**config.mk**
```make
export PLATFORM = sky130hd
export DESIGN_NAME = mmc_cmd_ctrl
export DESIGN_NICKNAME = d
export VERILOG_FILES = /design/src/rtl/mmc_cmd_pkg.sv /design/src/rtl/mmc_cmd_txq.sv /design/src/rtl/mmc_cmd_rxq.sv /design/src/rtl/mmc_cmd_ctrl.sv
export SDC_FILE = /design/constraint.sdc
export NUM_CORES = 1
export LEC_CHECK = 0
export BUFFER_PORTS_ARGS = -buffer_cell sky130_fd_sc_hd__buf_2
export CAP_MARGIN = 30
export CORE_ASPECT_RATIO = 0.75
export CORE_MARGIN = 2
export CORE_UTILIZATION = 31
export CTS_CLUSTER_SIZE = 16
export DETAILED_ROUTE_END_ITERATION = 8
export GPL_TIMING_DRIVEN = 1
export REMOVE_ABC_BUFFERS = 1
export SLEW_MARGIN = 0
export SYNTH_ARGS = -nofsm -noshare
export SYNTH_HDL_FRONTEND = slang
export SYNTH_HIERARCHICAL = 1
export SYNTH_SLANG_ARGS = --single-unit
export TNS_END_PERCENT = 1
```
**constraint.sdc**
```tcl
create_clock -name clk -period 7.5 [get_ports clk]
set_input_delay 0.375 -clock clk [delete_from_list [all_inputs] [get_ports clk]]
set_output_delay 0.375 -clock clk [all_outputs]
set_load 0.02 [all_outputs]
```
**src/rtl/mmc_cmd_pkg.sv**
```systemverilog
package mmc_cmd_pkg;

  localparam int FRAME_BITS = 48;
  localparam int HEAD_BITS  = 40;
  localparam logic [6:0] CRC7_POLY = 7'h09;

  typedef enum logic [2:0] {
    ST_IDLE,
    ST_ARMED,
    ST_SEND,
    ST_WAIT,
    ST_RECV
  } cc_state_e;

  // one serial step of the x^7+x^3+1 remainder register
  function automatic logic [6:0] crc7_step(input logic [6:0] c, input logic b);
    logic fb;
    fb = b ^ c[6];
    return {c[5:0], 1'b0} ^ (fb ? CRC7_POLY : 7'h00);
  endfunction

  function automatic logic [6:0] crc7_head(input logic [HEAD_BITS-1:0] v);
    logic [6:0] c;
    c = '0;
    for (int i = HEAD_BITS - 1; i >= 0; i--) c = crc7_step(c, v[i]);
    return c;
  endfunction

  function automatic logic [FRAME_BITS-1:0] cmd_frame(input logic [HEAD_BITS-1:0] head);
    return {head, crc7_head(head), 1'b1};
  endfunction

endpackage

```
**src/rtl/mmc_cmd_txq.sv**
```systemverilog
module mmc_cmd_txq #(
  parameter int NB = 5
) (
  input  logic            clk,
  input  logic            rst_n,
  input  logic            wr,
  input  logic [7:0]      wdata,
  input  logic            lock,
  input  logic            ptr_clr,
  input  logic            tx_end,
  output logic [8*NB-1:0] bytes_flat
);
  localparam int PW = $clog2(NB + 1);
  localparam logic [PW-1:0] FULL = PW'(NB);

  logic [7:0]    mem [NB];
  logic [PW-1:0] wptr;
  logic          wr_ok;

  assign wr_ok = wr && !lock && (wptr < FULL);

  always_ff @(posedge clk or negedge rst_n) begin
    if (!rst_n) begin
      wptr <= '0;
      for (int i = 0; i < NB; i++) mem[i] <= '0;
    end else if (ptr_clr || tx_end) begin
      wptr <= '0;
    end else if (wr_ok) begin
      mem[wptr] <= wdata;
      wptr      <= wptr + 1'b1;
    end
  end

  for (genvar g = 0; g < NB; g++) begin : g_flat
    assign bytes_flat[8*(NB-1-g) +: 8] = mem[g];
  end

  AST_LOCKED_WRITE: assert property (@(posedge clk) disable iff (!rst_n)
    (lock && wr && !ptr_clr && !tx_end) |=> $stable(wptr));
  AST_TX_PTR_MAX: assert property (@(posedge clk) disable iff (!rst_n)
    wptr <= FULL);
  AST_TX_END_CLEAR: assert property (@(posedge clk) disable iff (!rst_n)
    tx_end |=> (wptr == '0));

endmodule

```
**src/rtl/mmc_cmd_rxq.sv**
```systemverilog
module mmc_cmd_rxq #(
  parameter int DEPTH = 17
) (
  input  logic       clk,
  input  logic       rst_n,
  input  logic       wclr,
  input  logic       push,
  input  logic [7:0] pdata,
  input  logic       rclr,
  input  logic       pop,
  output logic [7:0] rdata
);
  localparam int PW = $clog2(DEPTH + 1);
  localparam logic [PW-1:0] FULL = PW'(DEPTH);

  logic [7:0]    mem [DEPTH];
  logic [PW-1:0] wptr;
  logic [PW-1:0] rptr;
  logic          have;

  assign have  = rptr < wptr;
  assign rdata = have ? mem[rptr] : 8'h00;

  always_ff @(posedge clk) begin
    if (push && wptr < FULL) mem[wptr] <= pdata;
  end

  always_ff @(posedge clk or negedge rst_n) begin
    if (!rst_n) begin
      wptr <= '0;
      rptr <= '0;
    end else begin
      if (wclr)                      wptr <= '0;
      else if (push && wptr < FULL)  wptr <= wptr + 1'b1;
      if (rclr)                      rptr <= '0;
      else if (pop && have)          rptr <= rptr + 1'b1;
    end
  end

  AST_RX_NO_OVERFLOW: assert property (@(posedge clk) disable iff (!rst_n)
    push |-> (wptr < FULL));
  AST_RX_READ_BOUND: assert property (@(posedge clk) disable iff (!rst_n)
    (rptr <= FULL));

endmodule

```
**src/rtl/mmc_cmd_ctrl.sv**
```systemverilog
module mmc_cmd_ctrl
  import mmc_cmd_pkg::*;
#(
  parameter int TX_BYTES     = 5,
  parameter int RX_BYTES     = 17,
  parameter int SHORT_BITS   = 48,
  parameter int LONG_BITS    = 136,
  parameter int RESP_TIMEOUT = 64
) (
  input  logic       clk,
  input  logic       rst_n,
  input  logic       cmd_wr,
  input  logic [7:0] cmd_wdata,
  input  logic       cmd_go,
  input  logic       tx_ptr_rst,
  input  logic       rx_ptr_rst,
  input  logic       resp_en,
  input  logic       resp_long,
  input  logic       crc_chk_off,
  input  logic       resp_rd,
  output logic [7:0] resp_rdata,
  output logic       line_out,
  output logic       line_oe,
  input  logic       line_in,
  output logic       fifo_lock,
  output logic       crc_err,
  output logic       frame_err,
  output logic       resp_timeout,
  output logic       cmd_done_flag,
  output logic       resp_done_flag
);
  localparam int TXW = 8 * TX_BYTES;
  localparam int BCW = $clog2(FRAME_BITS);
  localparam int IW  = $clog2(LONG_BITS + 1);
  localparam int TW  = $clog2(RESP_TIMEOUT);
  localparam logic [BCW-1:0] LAST_TX       = BCW'(FRAME_BITS - 1);
  localparam logic [IW-1:0]  SHORT_LAST    = IW'(SHORT_BITS - 1);
  localparam logic [IW-1:0]  LONG_LAST     = IW'(LONG_BITS - 1);
  localparam logic [IW-1:0]  SHORT_CRC_END = IW'(SHORT_BITS - 8);
  localparam logic [IW-1:0]  LONG_CRC_BEG  = IW'(8);
  localparam logic [IW-1:0]  LONG_CRC_END  = IW'(LONG_BITS - 8);
  localparam logic [TW-1:0]  WAIT_LAST     = TW'(RESP_TIMEOUT - 1);

  cc_state_e             state;
  logic                  go_q;
  logic [BCW-1:0]        bit_cnt;
  logic [FRAME_BITS-1:0] sr;
  logic [TW-1:0]         wait_cnt;
  logic [IW-1:0]         rx_idx;
  logic [6:0]            byte_sr;
  logic [6:0]            crc_acc;
  logic                  tbit_q;
  logic                  cfg_want, cfg_long, cfg_skip;

  logic [TXW-1:0]        tx_flat;
  logic [7:0]            head_byte;
  logic [FRAME_BITS-1:0] tx_frame;

  // named internal events
  logic          go_rise, go_fall, tx_last, rx_take, rx_last;
  logic          in_crc, wait_expire, rx_push;
  logic [IW-1:0] rx_idx_cur;

  assign go_rise     = cmd_go & ~go_q;
  assign go_fall     = ~cmd_go & go_q;
  assign tx_last     = (state == ST_SEND) && (bit_cnt == LAST_TX);
  assign rx_take     = ((state == ST_WAIT) && !line_in) || (state == ST_RECV);
  assign rx_idx_cur  = (state == ST_WAIT) ? '0 : rx_idx;
  assign rx_last     = rx_take && (rx_idx_cur == (cfg_long ? LONG_LAST : SHORT_LAST));
  assign in_crc      = cfg_long ? ((rx_idx_cur >= LONG_CRC_BEG) && (rx_idx_cur < LONG_CRC_END))
                                : (rx_idx_cur < SHORT_CRC_END);
  assign wait_expire = (state == ST_WAIT) && line_in && (wait_cnt == WAIT_LAST);
  assign rx_push     = rx_take && (rx_idx_cur[2:0] == 3'b111);

  // frame head: start and transmission bits replace index bits 7:6
  assign head_byte = (tx_flat[TXW-1 -: 8] & 8'h3F) | 8'h40;
  assign tx_frame  = cmd_frame({head_byte, tx_flat[TXW-9 -: 32]});

  assign line_out = sr[FRAME_BITS-1];
  assign line_oe  = (state == ST_SEND);

  mmc_cmd_txq #(.NB(TX_BYTES)) u_txq (
    .clk        (clk),
    .rst_n      (rst_n),
    .wr         (cmd_wr),
    .wdata      (cmd_wdata),
    .lock       (fifo_lock),
    .ptr_clr    (tx_ptr_rst),
    .tx_end     (tx_last),
    .bytes_flat (tx_flat)
  );

  mmc_cmd_rxq #(.DEPTH(RX_BYTES)) u_rxq (
    .clk   (clk),
    .rst_n (rst_n),
    .wclr  (tx_last && cfg_want),
    .push  (rx_push),
    .pdata ({byte_sr, line_in}),
    .rclr  (rx_ptr_rst),
    .pop   (resp_rd),
    .rdata (resp_rdata)
  );

  // control and flags
  always_ff @(posedge clk or negedge rst_n) begin
    if (!rst_n) begin
      state          <= ST_IDLE;
      go_q           <= 1'b0;
      bit_cnt        <= '0;
      sr             <= '1;
      wait_cnt       <= '0;
      fifo_lock      <= 1'b0;
      crc_err        <= 1'b0;
      frame_err      <= 1'b0;
      resp_timeout   <= 1'b0;
      cmd_done_flag  <= 1'b0;
      resp_done_flag <= 1'b0;
      cfg_want       <= 1'b0;
      cfg_long       <= 1'b0;
      cfg_skip       <= 1'b0;
    end else begin
      go_q <= cmd_go;
      case (state)
        ST_IDLE: if (go_rise) begin
          state          <= ST_ARMED;
          fifo_lock      <= 1'b1;
          crc_err        <= 1'b0;
          frame_err      <= 1'b0;
          resp_timeout   <= 1'b0;
          cmd_done_flag  <= 1'b0;
          resp_done_flag <= 1'b0;
        end
        ST_ARMED: if (go_fall) begin
          state    <= ST_SEND;
          sr       <= tx_frame;
          bit_cnt  <= '0;
          cfg_want <= resp_en;
          cfg_long <= resp_long;
          cfg_skip <= crc_chk_off;
        end
        ST_SEND: begin
          sr      <= {sr[FRAME_BITS-2:0], 1'b1};
          bit_cnt <= bit_cnt + 1'b1;
          if (tx_last) begin
            fifo_lock     <= 1'b0;
            cmd_done_flag <= 1'b1;
            wait_cnt      <= '0;
            state         <= cfg_want ? ST_WAIT : ST_IDLE;
          end
        end
        ST_WAIT: begin
          if (!line_in) begin
            state <= ST_RECV;
          end else if (wait_expire) begin
            state        <= ST_IDLE;
            resp_timeout <= 1'b1;
          end else begin
            wait_cnt <= wait_cnt + 1'b1;
          end
        end
        ST_RECV: if (rx_last) begin
          state          <= ST_IDLE;
          resp_done_flag <= 1'b1;
          crc_err        <= !cfg_skip && (byte_sr != crc_acc);
          frame_err      <= tbit_q | ~line_in;
        end
        default: state <= ST_IDLE;
      endcase
    end
  end

  // reply deserializer and running CRC
  always_ff @(posedge clk or negedge rst_n) begin
    if (!rst_n) begin
      rx_idx  <= '0;
      byte_sr <= '0;
      crc_acc <= '0;
      tbit_q  <= 1'b0;
    end else if (rx_take) begin
      byte_sr <= {byte_sr[5:0], line_in};
      rx_idx  <= rx_idx_cur + 1'b1;
      if (in_crc) crc_acc <= crc7_step(crc_acc, line_in);
      if (rx_idx_cur == IW'(1)) tbit_q <= line_in;
    end else if (tx_last) begin
      rx_idx  <= '0;
      crc_acc <= '0;
    end
  end

  AST_LOCK_IN_SEND: assert property (@(posedge clk) disable iff (!rst_n)
    (state == ST_SEND) |-> fifo_lock);
  AST_FIRST_BIT_ZERO: assert property (@(posedge clk) disable iff (!rst_n)
    $rose(line_oe) |-> !line_out);
  AST_DONE_UNLOCK: assert property (@(posedge clk) disable iff (!rst_n)
    $rose(cmd_done_flag) |-> !fifo_lock);
  AST_END_EXCLUSIVE: assert property (@(posedge clk) disable iff (!rst_n)
    !(resp_timeout && resp_done_flag));
  AST_NO_RX_WHILE_SEND: assert property (@(posedge clk) disable iff (!rst_n)
    line_oe |-> !rx_push);
  AST_LOCK_RISE: assert property (@(posedge clk) disable iff (!rst_n)
    $rose(fifo_lock) |-> (!cmd_done_flag && !resp_done_flag && !resp_timeout));

endmodule

```
== Yosys cells after proc, flatten, opt, wreduce, memory -nomap -nowiden ==
Memories as Yosys holds them, arrays and structs flattened.
Index checks and enable logic that the tools add are counted.

* Memories: 1
* Word-level logic and storage cells: 274
* Flip-flop bits (word level): 149
* Memory bits (writable): 136
* Input port bits: 19

{| class="wikitable"
|+ Memories
! memory !! depth !! width !! read ports !! clocked after Yosys merged registers in !! write ports !! line !! RTL
|-
| u_rxq.mem || 17 || 8 || 1 || 0 || 1 || mmc_cmd_rxq.sv:16 || <nowiki>logic [7:0] mem [DEPTH];</nowiki>
|}

* Eq/ne operators: 19
* Order comparisons: 8
* Mux-type cells: 90
* Bitwise operators: 85
* $add $sub $neg: 6
* Reductions and logical operators: 39

{| class="wikitable"
|+ Operator list
! operator !! number
|-
| XOR 7 x 4 -> 7 bit || 37
|-
| two-way mux 4 bit || 39
|-
| case mux 48 bit (2 select lines) || 1
|-
| two-way mux 48 bit || 1
|-
| two-way mux 8 bit || 6
|-
| bitwise mux 40 bit || 1
|-
| XOR 1 bit || 36
|-
| demux 8 bit (select 3 bit) || 1
|-
| two-way mux 3 bit || 8
|-
| two-way mux 6 bit || 4
|-
| case mux 6 bit (2 select lines) || 2
|-
| two-way mux 7 bit || 3
|-
| two-way mux 5 bit || 4
|-
| nonzero test 2 bit || 9
|-
| case mux 3 bit (5 select lines) || 1
|-
| logical AND 1 bit || 14
|-
| adder 6 x 1 -> 6 bit, second input constant || 2
|-
| == test 6 bit, second input constant || 2
|-
| two-way mux 1 bit || 12
|-
| inequality test 2 bit, second input constant || 6
|-
| case mux 1 bit (2 select lines) || 6
|-
| adder 5 x 1 -> 5 bit, second input constant || 2
|-
| AND reduction 2 bit || 5
|-
| adder 8 x 1 -> 8 bit, second input constant || 1
|-
| 31 further kinds || 44
|}

== Depth between registers and ports, before layout ==
Gate-level depths: netlist (run 1).

* Depth in word-level cells: 111
* Gate-level depth with buffers: 13
* Gate-level depth less buffers: 12

== Hierarchy ==
Netlist (run 1), hierarchy kept.

{| class="wikitable"
|+ Modules (own cells, without submodules)
! module !! area an instance (sq um) !! cells an instance !! seq. area each (sq um) !! times used
|-
| mmc_cmd_rxq || 5975.7 || 309 || 4334.2 || 1
|-
| mmc_cmd_ctrl || 5151.2 || 525 || 2436.1 || 1
|-
| mmc_cmd_txq || 1705.4 || 105 || 1076.0 || 1
|}

== Least setup slack after synthesis (run 1) ==
OpenSTA, ideal clock, no wires.

* Path kind: register to register
* Start: register state[2]
* End: memory u_rxq.mem[1][0], enable pin
* Stages on the path, launching flop included: 10
* Required time: 7.117 ns
* Buffers on the path: 2
* Clock period less this slack: 2.992 ns
* Arrival: 2.609 ns
* Slack: 4.508 ns
* Path through: dfrtp_1 -> clkbuf_1 -> nand2b_1 -> or3_1 -> nand2_1 -> clkbuf_1 -> and2_1 -> nor2b_1 -> nand2_1 -> nor3_1

* Longest elaborated chain between the ends: 7
* Elaborated cells on any way between the ends: 10

{| class="wikitable"
|+ Ends and longest elaborated chain
! item !! line !! RTL
|-
| from (decl) || mmc_cmd_ctrl.sv:44 || <nowiki>cc_state_e state;</nowiki>
|-
| from (signal assigned) || mmc_cmd_ctrl.sv:148 || <nowiki>state <= cfg_want ? ST_WAIT : ST_IDLE;</nowiki>
|-
| == test 3 x 2 -> 1 bit || mmc_cmd_ctrl.sv:67, mmc_cmd_ctrl.sv:68 ||
|-
| two-way mux 8 bit / logical AND 1 bit (equally long branches) || mmc_cmd_ctrl.sv:68, mmc_cmd_ctrl.sv:67 ||
|-
| == test 3 bit / logical OR 1 bit (equally long branches) || mmc_cmd_ctrl.sv:73, mmc_cmd_ctrl.sv:67 ||
|-
| logical AND 1 bit (*) || mmc_cmd_ctrl.sv:73 || <nowiki>assign rx_push = rx_take && (rx_idx_cur[2:0] == 3'b111);</nowiki>
|-
| via rx_push || mmc_cmd_ctrl.sv:61 || <nowiki>logic in_crc, wait_expire, rx_push;</nowiki>
|-
| logical AND 1 bit (*) || mmc_cmd_rxq.sv:25 || <nowiki>if (push && wptr < FULL) mem[wptr] <= pdata;</nowiki>
|-
| two-way mux 1 bit (*) || mmc_cmd_rxq.sv:25 ||
|-
| two-way mux 1 bit (implied by the code) (*) || mmc_cmd_rxq.sv:25 ||
|-
| to (decl) || mmc_cmd_rxq.sv:16 ||
|}

The timed path passes the listed nets; every way through them passes the cells marked *.

== Worst setup path in the final report (run 1) ==
* Start: register u_rxq.rptr[1]
* End: output resp_rdata[3]

* Longest elaborated chain between the ends: 2
* Elaborated cells on any way between the ends: 3

{| class="wikitable"
|+ Ends and longest elaborated chain
! item !! line !! RTL
|-
| from (decl) || mmc_cmd_rxq.sv:18 || <nowiki>logic [PW-1:0] rptr;</nowiki>
|-
| from (signal assigned) || mmc_cmd_rxq.sv:36 || <nowiki>else if (pop && have) rptr <= rptr + 1'b1;</nowiki>
|-
| memory (17 x 8 bit) / < comparator 5 bit (equally long branches) || -- ||
|-
| two-way mux 8 bit (*) || mmc_cmd_rxq.sv:22 || <nowiki>assign rdata = have ? mem[rptr] : 8'h00;</nowiki>
|-
| to (decl) || mmc_cmd_ctrl.sv:21 || <nowiki>output logic [7:0] resp_rdata,</nowiki>
|}

Mark *: on every way between the ends. The rest lies on a longest branch, timed or not.

==> flow_summary_export.csv, run 1 <==
group,metric,value,unit
cts,tritoncts,"done",
final_layout,fin_nets,1011,
sta,setup_violations,0,
worst_setup_path,r2r_start,"state[2]",
logic_synthesis,ys_warn_count,6,
cts,path_clk_slew,60,ps
logic_synthesis,syn_inst,935,
run,cap_violations,0,
sta,period_share,45.3,%
die,pin_count,35,
die,fp.dieArea,42800,um^2
sta,final-hold-violation-count,0,
placement,portBuffers,34,
grt,grt_pass1_vias,7470,
final_layout,finalNonFillerCells,1527,
grt,antenna_found_initial,0,
worst_setup_path,path_cells,"buf_4 -> ha_1 -> and4_1 -> a21oi_1 -> o21ai_1 -> a211oi_1 -> buf_2",
routing,ant_nets,0,
worst_setup_path,reg2reg_to,"u_rxq/mem[3][7]",
cts,htreeDepth,1,
logic_synthesis,syn_avg_cell_area,13.6,um^2
pwr,p_sw_share,31.3,%
hold_path,whs_path_depth,3,
cts,clockBufferDepth,3,
die,die_w,238,um
worst_setup_path,worstPathArrival,3020,ps
worst_setup_path,slowest_delay,430,ps
worst_setup_path,cpMaxStageDelayCell,"buf_4",
sta,worst_pin_slew,1030,ps
sta,rsz0062_at_grt,"no",
final_layout,fill_cells,3898,
die,coreArea,40700,um^2
worst_setup_path,reg2reg_setup_slack,4180,ps
sta,holdWs,27.7,ps
logic_synthesis,synth_area,12800,um^2
sta,tns,0,ps
pwr,switching_power,1.61,mW
pwr,internal-power,3.54,mW
pwr,p_per_area,357,nW/um^2
routing,routedWlPerCell,18.1,um
final_layout,layout-drive-gt1-share,21.8,%
hold_path,whs_endpoint,"cfg_want",
worst_setup_path,critical_path_class,"reg -> out",
grt,grt_pass1_wl,44200,um
routing,route.detailed.drc,0,
die,start_util,31.4,%
sta,max_clock_freq,295,MHz
grt,grt_use_total,13.0,%
worst_setup_path,cp.buffers_inverters,2,
sta,fin_skew,30.5,ps
hold_path,hp-class,"in -> reg",
pwr,ir_drop,0.295,mV
routing,drt_iter0_markers,689,
worst_setup_path,end_kind,"output port",
pwr,p_total,5.15,mW
placement,gp_congestion,0.872,
worst_setup_path,start_kind,"flop",
sta,drv_slew,0,
final_layout,area_delta_synth_final,13.3,%
sta,fin_crit,3390,ps
cts,insertion_delay,570,ps
routing,vias_per_cell,4.91,
routing,routed_wl,27700,um
sta,slew_headroom,30.9,%
grt,grt_start_max_net_pins,88,
worst_setup_path,path_max_fanout,36,
final_layout,n_antenna_cell,0,
final_layout,final_util,35.5,%
pwr,sequentialPowerShare,40.3,%
worst_setup_path,worstPathRequired,7120,ps
die,rows,64,
cts,cts_resized,0,
cts,numCtsBuffers,29,
die,die_y,180,um
worst_setup_path,critical_path.top_delay_family,"compound AO/OA/AOI/OAI gates",
pwr,p_leak,5.83,nW
routing,firstDrtPassIters,5,
placement,place_hpwl,18200,um
worst_setup_path,r2r_cells,8,
outcome,status,"finished, final reports clean",
hold_path,hp-start,"resp_en",
cts,cts_num_sinks,282,
pwr,p_clk_share,27.9,%
routing,vias,7494,
grt,gr-total-overflow,0,
placement,post-place-cells,1470,
pwr,comb_power_share,31.7,%
cts,root_buffer,"clkbuf_16",
## cell type report
type,instances,area [um^2],area share (%)
inverters,15,56.3,0.390
well taps,528,661,4.57
clock buffers,40,787,5.45
repair buffers,47,287,1.98
clock inverters,14,150,1.04
flip-flops and latches,282,7800,54.0
multi-input cells,601,4710,32.6
## worst max path at each step
stage | startpoint | to | slack (ps) | cells after the start
after floorplan | state[1] | u_txq/bytes_flat[0] | 4070 | 8
after global placement | line_in | u_rxq/mem[3][2] | 3920 | 7
after detailed placement | line_in | u_rxq/mem[3][4] | 4070 | 8
after CTS | u_rxq/rptr[1] | resp_rdata[3] | 4020 | 7
after global routing | u_rxq/rptr[1] | resp_rdata[3] | 3860 | 7
final | u_rxq/rptr[1] | resp_rdata[3] | 4110 | 7
## what timing repair did
action                                 in CTS  in global routing
setup endpoints to repair                   0                  0
hold buffers                                3                  0
endpoints found under the hold margin      53                  0
setup buffers                               0                  0
## worst min-delay path: stages
cell and delay [ps]:
buf_2 80, nand2_1 40, nand2_1 40
## flip-flops by register name (all words and copies together) (netlist names), 5 cells and up
register	cells
wait_cnt	6
rx_idx	8
byte_sr	7
u_txq/bytes_flat	38
crc_acc	7
sr	47
bit_cnt	6
u_rxq/mem	136
u_rxq/rptr	5
u_rxq/wptr	5
## layer usage
metal / track usage, % / routed length, um
met5: 0 / 0
met4: 2.55 / 369
met3: 2.20 / 1540
met2: 19.0 / 11800
met1: 20.3 / 13900
## cell usage in the layout, fill, tap and decap left out, drive strengths merged, types with 22 or more instances in the layout
cell type and count:
nand2 158, edfxtp 136, a22oi 40, clkbuf 40
xnor2 52, mux4 32, dfrtp 99, o21ai 34
dfstp 47, mux2 47, nor2 49, buf 44
xor2 22
## metrics by stage
step	area [um^2]	setup slack, ps
after floorplan	12600	4070
after CTS	14500	4020
after global placement	13500	3920
final	14500	4110
after global routing	14500	3860
after detailed placement	13500	4070
## power by group through the flow
stage | registers, mW | clock network [mW] | logic, mW
2_1_floorplan | 2.04 | 0 | 1.35
3_3_place_gp | 2.11 | 0 | 1.62
3_5_place_dp | 2.11 | 0 | 1.65
4_1_cts | 2.08 | 1.47 | 1.66
5_1_grt | 2.11 | 1.54 | 1.81
6_report | 2.08 | 1.44 | 1.64
(Power assumes the default switching activity.)
==> inputs of run 2 (changes only) <==
==> constraint.sdc (replaced) <==
create_clock -name clk -period 3.55 [get_ports clk]
set_input_delay 0.1775 -clock clk [delete_from_list [all_inputs] [get_ports clk]]
set_output_delay 0.1775 -clock clk [all_outputs]
set_load 0.02 [all_outputs]
==> flow_summary_export.csv, run 2 (synthesis results as in run 1) <==
group,metric,value,unit
outcome,status,"finished, final reports clean",
worst_setup_path,slowest_delay,830,ps
hold_path,whs_path_depth,2,
die,fp.dieArea,42800,um^2
worst_setup_path,reg2reg_setup_slack,560,ps
cts,clockBufferDepth,3,
worst_setup_path,critical_path_class,"reg -> out",
sta,worst_pin_slew,797,ps
sta,slew_headroom,46.9,%
pwr,ir_drop,0.599,mV
placement,post-place-cells,1486,
cts,htreeDepth,1,
sta,max_clock_freq,330,MHz
final_layout,finalNonFillerCells,1550,
sta,fin_crit,3030,ps
hold_path,hp-start,"cmd_wdata[1]",
placement,portBuffers,34,
grt,grt_pass1_wl,44700,um
routing,routed_wl,28200,um
final_layout,layout_commonest_cell,"nand2_1",
sta,holdWs,22.0,ps
sta,fin_skew,29.4,ps
sta,timing.final.ws_setup,519,ps
cts,path_clk_slew,60,ps
cts,post_cts_buffers,0,
die,start_util,31.4,%
worst_setup_path,r2r_cells,10,
worst_setup_path,path_max_fanout,25,
sta,tns,0,ps
worst_setup_path,worstPathRequired,3370,ps
worst_setup_path,cpMaxStageDelayCell,"dfrtp_2",
final_layout,fin_nets,1035,
cts,numCtsBuffers,28,
routing,route.detailed.drc,0,
pwr,p_per_area,747,nW/um^2
cts,tritoncts,"done",
cts,insertion_delay,560,ps
final_layout,final_area,14700,um^2
final_layout,layout_common_cells,"nand2_1 (158), edfxtp_1 (136), dfrtp_1 (98)",
final_layout,fill_cells,3897,
hold_path,hp-class,"in -> reg",
final_layout,final_util,36.2,%
grt,grt_start_max_net_pins,82,
sta,final-hold-violation-count,0,
grt,antenna_found_initial,1,
placement,place_hpwl,18800,um
worst_setup_path,start_kind,"flop",
grt,grt_use_total,13.3,%
cts,cts_num_sinks,282,
cts,root_buffer,"clkbuf_16",
routing,vias,7697,
run,cap_violations,0,
worst_setup_path,end_kind,"output port",
die,die_y,180,um
routing,firstDrtPassIters,5,
final_layout,area_delta_synth_final,15.3,%
final_layout,n_antenna_cell,0,
worst_setup_path,path_cells,"buf_4 -> mux4_2 -> mux2i_1 -> a211oi_1 -> buf_2",
die,coreArea,40700,um^2
sta,rsz0062_at_grt,"no",
routing,vias_per_cell,4.97,
placement,dpl_worst_slack,584,ps
pwr,p_total,11.0,mW
sta,drv_slew,0,
sta,setup_violations,0,
hold_path,whs_endpoint,"u_txq/bytes_flat[33]",
worst_setup_path,reg2reg_to,"u_rxq/mem[14][3]",
pwr,p_leak,5.97,nW
final_layout,largest_reg_flops,136,
worst_setup_path,worstPathArrival,2850,ps
placement,place_area,13600,um^2
die,rows,64,
sta,period_share,85.4,%
worst_setup_path,r2r_start,"state[0]",
placement,gp_congestion,0.863,
die,die_w,238,um
routing,ant_nets,0,
worst_setup_path,cp-startpoint,"u_rxq/rptr[0]",
final_layout,layout-drive-gt1-share,23.7,%
final_layout,max_flop_register,"u_rxq/mem",
routing,drt_iter0_markers,565,
routing,routedWlPerCell,18.2,um
grt,gr-total-overflow,0,
die,pin_count,35,
grt,grt_pass1_vias,7721,
run 2: changes by cell type in the layout (fill, tap and decap cells not counted), sizes merged, moves of 2 or more:
cell | before | now
clkinvlp | 0 | 2
buf | 44 | 61
dlygate4sd3 | 3 | 11
inv | 16 | 13
clkbuf | 40 | 35
clkinv | 10 | 13
run 2: what timing repair did:
item                       4_1_cts  5_1_grt
hold buffers                    11        0
hold endpoints to repair        75        0
resized for setup                0        0
setup endpoints to repair        0        0
run 2: worst max-delay path by stage:
| stage | slack (ps) | cells past startpoint | to |
|---|---|---|---|
| 4_1_cts | 340 | 7 | resp_rdata[2] |
| 5_1_grt | 240 | 10 | u_rxq/mem[14][2] |
| 3_5_place_dp | 580 | 10 | u_rxq/mem[14][1] |
| 2_1_floorplan | 120 | 8 | u_txq/bytes_flat[0] |
| 3_3_place_gp | 710 | 8 | u_rxq/mem[14][0] |
| 6_report | 520 | 5 | resp_rdata[2] |
run 2: per-layer routing:
metal	global-route usage, %	part of all wire (%)	up-vias
met5	0	0	-
met4	2.70	1.4	0
met3	2.58	6.0	31
met2	19.3	43	199
met1	20.4	50	3907
li1	-	-	3560
run 2: critical path: cells and delay by family, from the launching register on:
family,cells,cell delay (ps)
muxes,2,750
DFF,1,830
AOI/OAI and AO/OA,1,110
buffers and inverters,2,580
run 2: area by class of cell:
type | count | area (um^2) | area share (%)
inverters | 15 | 56.3 | 0.383
multi-input cells | 601 | 4710 | 32.1
clock buffers | 35 | 787 | 5.35
well taps | 528 | 661 | 4.49
flip-flops and latches | 282 | 7800 | 53.0
clock inverters | 17 | 204 | 1.39
repair buffers | 72 | 489 | 3.33
run 2: report_power, final:
part | switching, mW | internal (mW) | total, mW
combinational | 1.73 | 1.78 | 3.51
clock | 1.25 | 1.86 | 3.12
sequential | 0.413 | 3.95 | 4.36
total | 3.40 | 7.59 | 11.0
==> inputs of run 3 (changes only) <==
--- a/config.mk
+++ b/config.mk
@@ -5,13 +5,13 @@
 export SDC_FILE = /design/constraint.sdc
 export NUM_CORES = 1
 export LEC_CHECK = 0
-export BUFFER_PORTS_ARGS = -buffer_cell sky130_fd_sc_hd__buf_2
 export CAP_MARGIN = 30
 export CORE_ASPECT_RATIO = 0.75
 export CORE_MARGIN = 2
 export CORE_UTILIZATION = 31
 export CTS_CLUSTER_SIZE = 16
 export DETAILED_ROUTE_END_ITERATION = 8
+export DONT_BUFFER_PORTS = 1
 export GPL_TIMING_DRIVEN = 1
 export REMOVE_ABC_BUFFERS = 1
 export SLEW_MARGIN = 0
==> flow_summary_export.csv, run 3 (synthesis results as in run 1) <==
group,metric,value,unit
cts,root_buffer,"clkbuf_16",
placement,post-place-cells,1459,
cts,clockBufferDepth,3,
worst_setup_path,cp.buffers_inverters,3,
grt,grt_start_max_net_pins,147,
cts,numCtsBuffers,30,
cts,ctsHoldBuffers,21,
final_layout,layout_common_cells,"nand2_1 (158), edfxtp_1 (136), dfrtp_1 (98)",
worst_setup_path,reg2reg_setup_slack,560,ps
die,coreArea,40700,um^2
cts,tritoncts,"done",
final_layout,largest_reg_flops,136,
placement,portBuffers,0,
cts,path_clk_slew,60,ps
pwr,p_per_area,756,nW/um^2
run,cap_violations,0,
routing,ant_nets,0,
sta,tns,0,ps
die,start_util,31.4,%
worst_setup_path,path_max_fanout,10,
worst_setup_path,cp.depth,8,
worst_setup_path,cpMaxStageDelayCell,"dfrtp_1",
final_layout,area_delta_synth_final,15.8,%
worst_setup_path,r2r_cells,10,
sta,slew_headroom,45.5,%
grt,grt_use_total,13.2,%
final_layout,n_antenna_cell,0,
cts,insertion_delay,550,ps
final_layout,max_flop_register,"u_rxq/mem",
routing,routed_wl,28200,um
routing,vias,7576,
worst_setup_path,worstPathArrival,2970,ps
routing,drt_iter0_markers,554,
worst_setup_path,critical_path_class,"reg -> out",
sta,max_clock_freq,317,MHz
final_layout,fill_cells,3870,
placement,place_area,13500,um^2
die,die_w,238,um
die,fp.dieArea,42800,um^2
placement,dpl_worst_slack,609,ps
worst_setup_path,slowest_delay,510,ps
cts,cts_num_sinks,282,
placement,gp_congestion,0.811,
sta,setup_violations,0,
worst_setup_path,critical_path.top_delay_family,"compound AO/OA/AOI/OAI gates",
cts,cts_resized,0,
pwr,ir_drop,0.670,mV
hold_path,whs_path_depth,3,
cts,htreeDepth,1,
final_layout,layout-drive-gt1-share,21.8,%
sta,timing.final.ws_setup,398,ps
hold_path,whs_endpoint,"u_rxq/rptr[1]",
pwr,p_leak,5.94,nW
sta,drv_slew,0,
final_layout,fin_nets,1019,
routing,route.detailed.drc,0,
grt,antenna_found_initial,0,
routing,routedWlPerCell,18.4,um
cts,post_cts_buffers,0,
die,die_y,180,um
pwr,p_total,11.2,mW
die,rows,64,
grt,grt_pass1_vias,7532,
final_layout,final_area,14800,um^2
hold_path,hp-start,"resp_rd",
placement,place_hpwl,18300,um
grt,grt_pass1_wl,44800,um
worst_setup_path,path_cells,"inv_1 -> ha_1 -> and4_1 -> a21oi_1 -> o21ai_1 -> buf_6 -> a211oi_1 -> buf_4",
hold_path,hp-class,"in -> reg",
sta,rsz0062_at_grt,"no",
sta,final-hold-violation-count,0,
routing,firstDrtPassIters,5,
final_layout,layout_commonest_cell,"nand2_1",
worst_setup_path,reg2reg_to,"u_rxq/mem[9][0]",
worst_setup_path,end_kind,"output port",
die,pin_count,35,
outcome,status,"finished, final reports clean",
routing,vias_per_cell,4.93,
sta,fin_skew,11.3,ps
sta,fin_crit,3150,ps
worst_setup_path,r2r_start,"state[0]",
sta,period_share,88.8,%
sta,worst_pin_slew,810,ps
worst_setup_path,start_kind,"flop",
worst_setup_path,worstPathRequired,3370,ps
grt,gr-total-overflow,0,
final_layout,finalNonFillerCells,1536,
[run 3: cell types whose count changed in the layout (fill, tap and decap cells not counted), sizes merged]
cell         previous run  this run
buf                    61        35
bufinv                  4         3
clkbuf                 35        46
clkinv                 13         6
dlygate4sd3            11        19
inv                    13        14
[run 3: metrics by stage]
step	utilization (%)	hold slack [ps]
2_1_floorplan	-	-118
6_report	36.3	40.5
4_1_cts	36.3	8.03
3_5_place_dp	33.1	-115
5_1_grt	36.3	30.6
3_3_place_gp	33.1	-115
[run 3: worst min-delay path: cells and delay by family]
kind	cells	cell delay [ps]
AND/OR/NAND/NOR	1	80
AO/OA/AOI/OAI	1	180
multiplexers	1	110
[run 3: worst max path at each step]
stage | slack [ps] | end | startpoint
finish | 400 | resp_rdata[1] | u_rxq/wptr[3]
global route | 180 | resp_rdata[1] | u_rxq/wptr[3]
CTS | 390 | resp_rdata[4] | u_rxq/wptr[3]
detailed placement | 610 | u_rxq/mem[12][4] | state[0]
global placement | 760 | u_rxq/mem[12][4] | state[0]
floorplan | 120 | u_txq/bytes_flat[0] | state[1]
[run 3: final cells by class]
class	instances	area [um^2]	area share, %
well taps	528	661	4.47
inverters	15	56.3	0.381
flip-flops and latches	282	7800	52.8
clock inverters	10	140	0.948
clock buffers	46	922	6.24
repair buffers	54	489	3.31
multi-input cells	601	4710	31.9
[run 3: report_power, final]
part	switching [mW]	internal, mW
clock network	1.29	2.01
logic	1.70	1.77
registers	0.454	3.95
[run 3: layer usage]
layer / up-vias / part of all wire (%) / wire length (um) / global-route usage, %
met5: - / 0 / 0 / 0
met4: 0 / 1.9 / 546 / 3.03
met3: 43 / 5.4 / 1530 / 2.87
li1: 3527 / - / - / -
met1: 3850 / 50 / 14100 / 20.4
met2: 156 / 43 / 12100 / 19.0
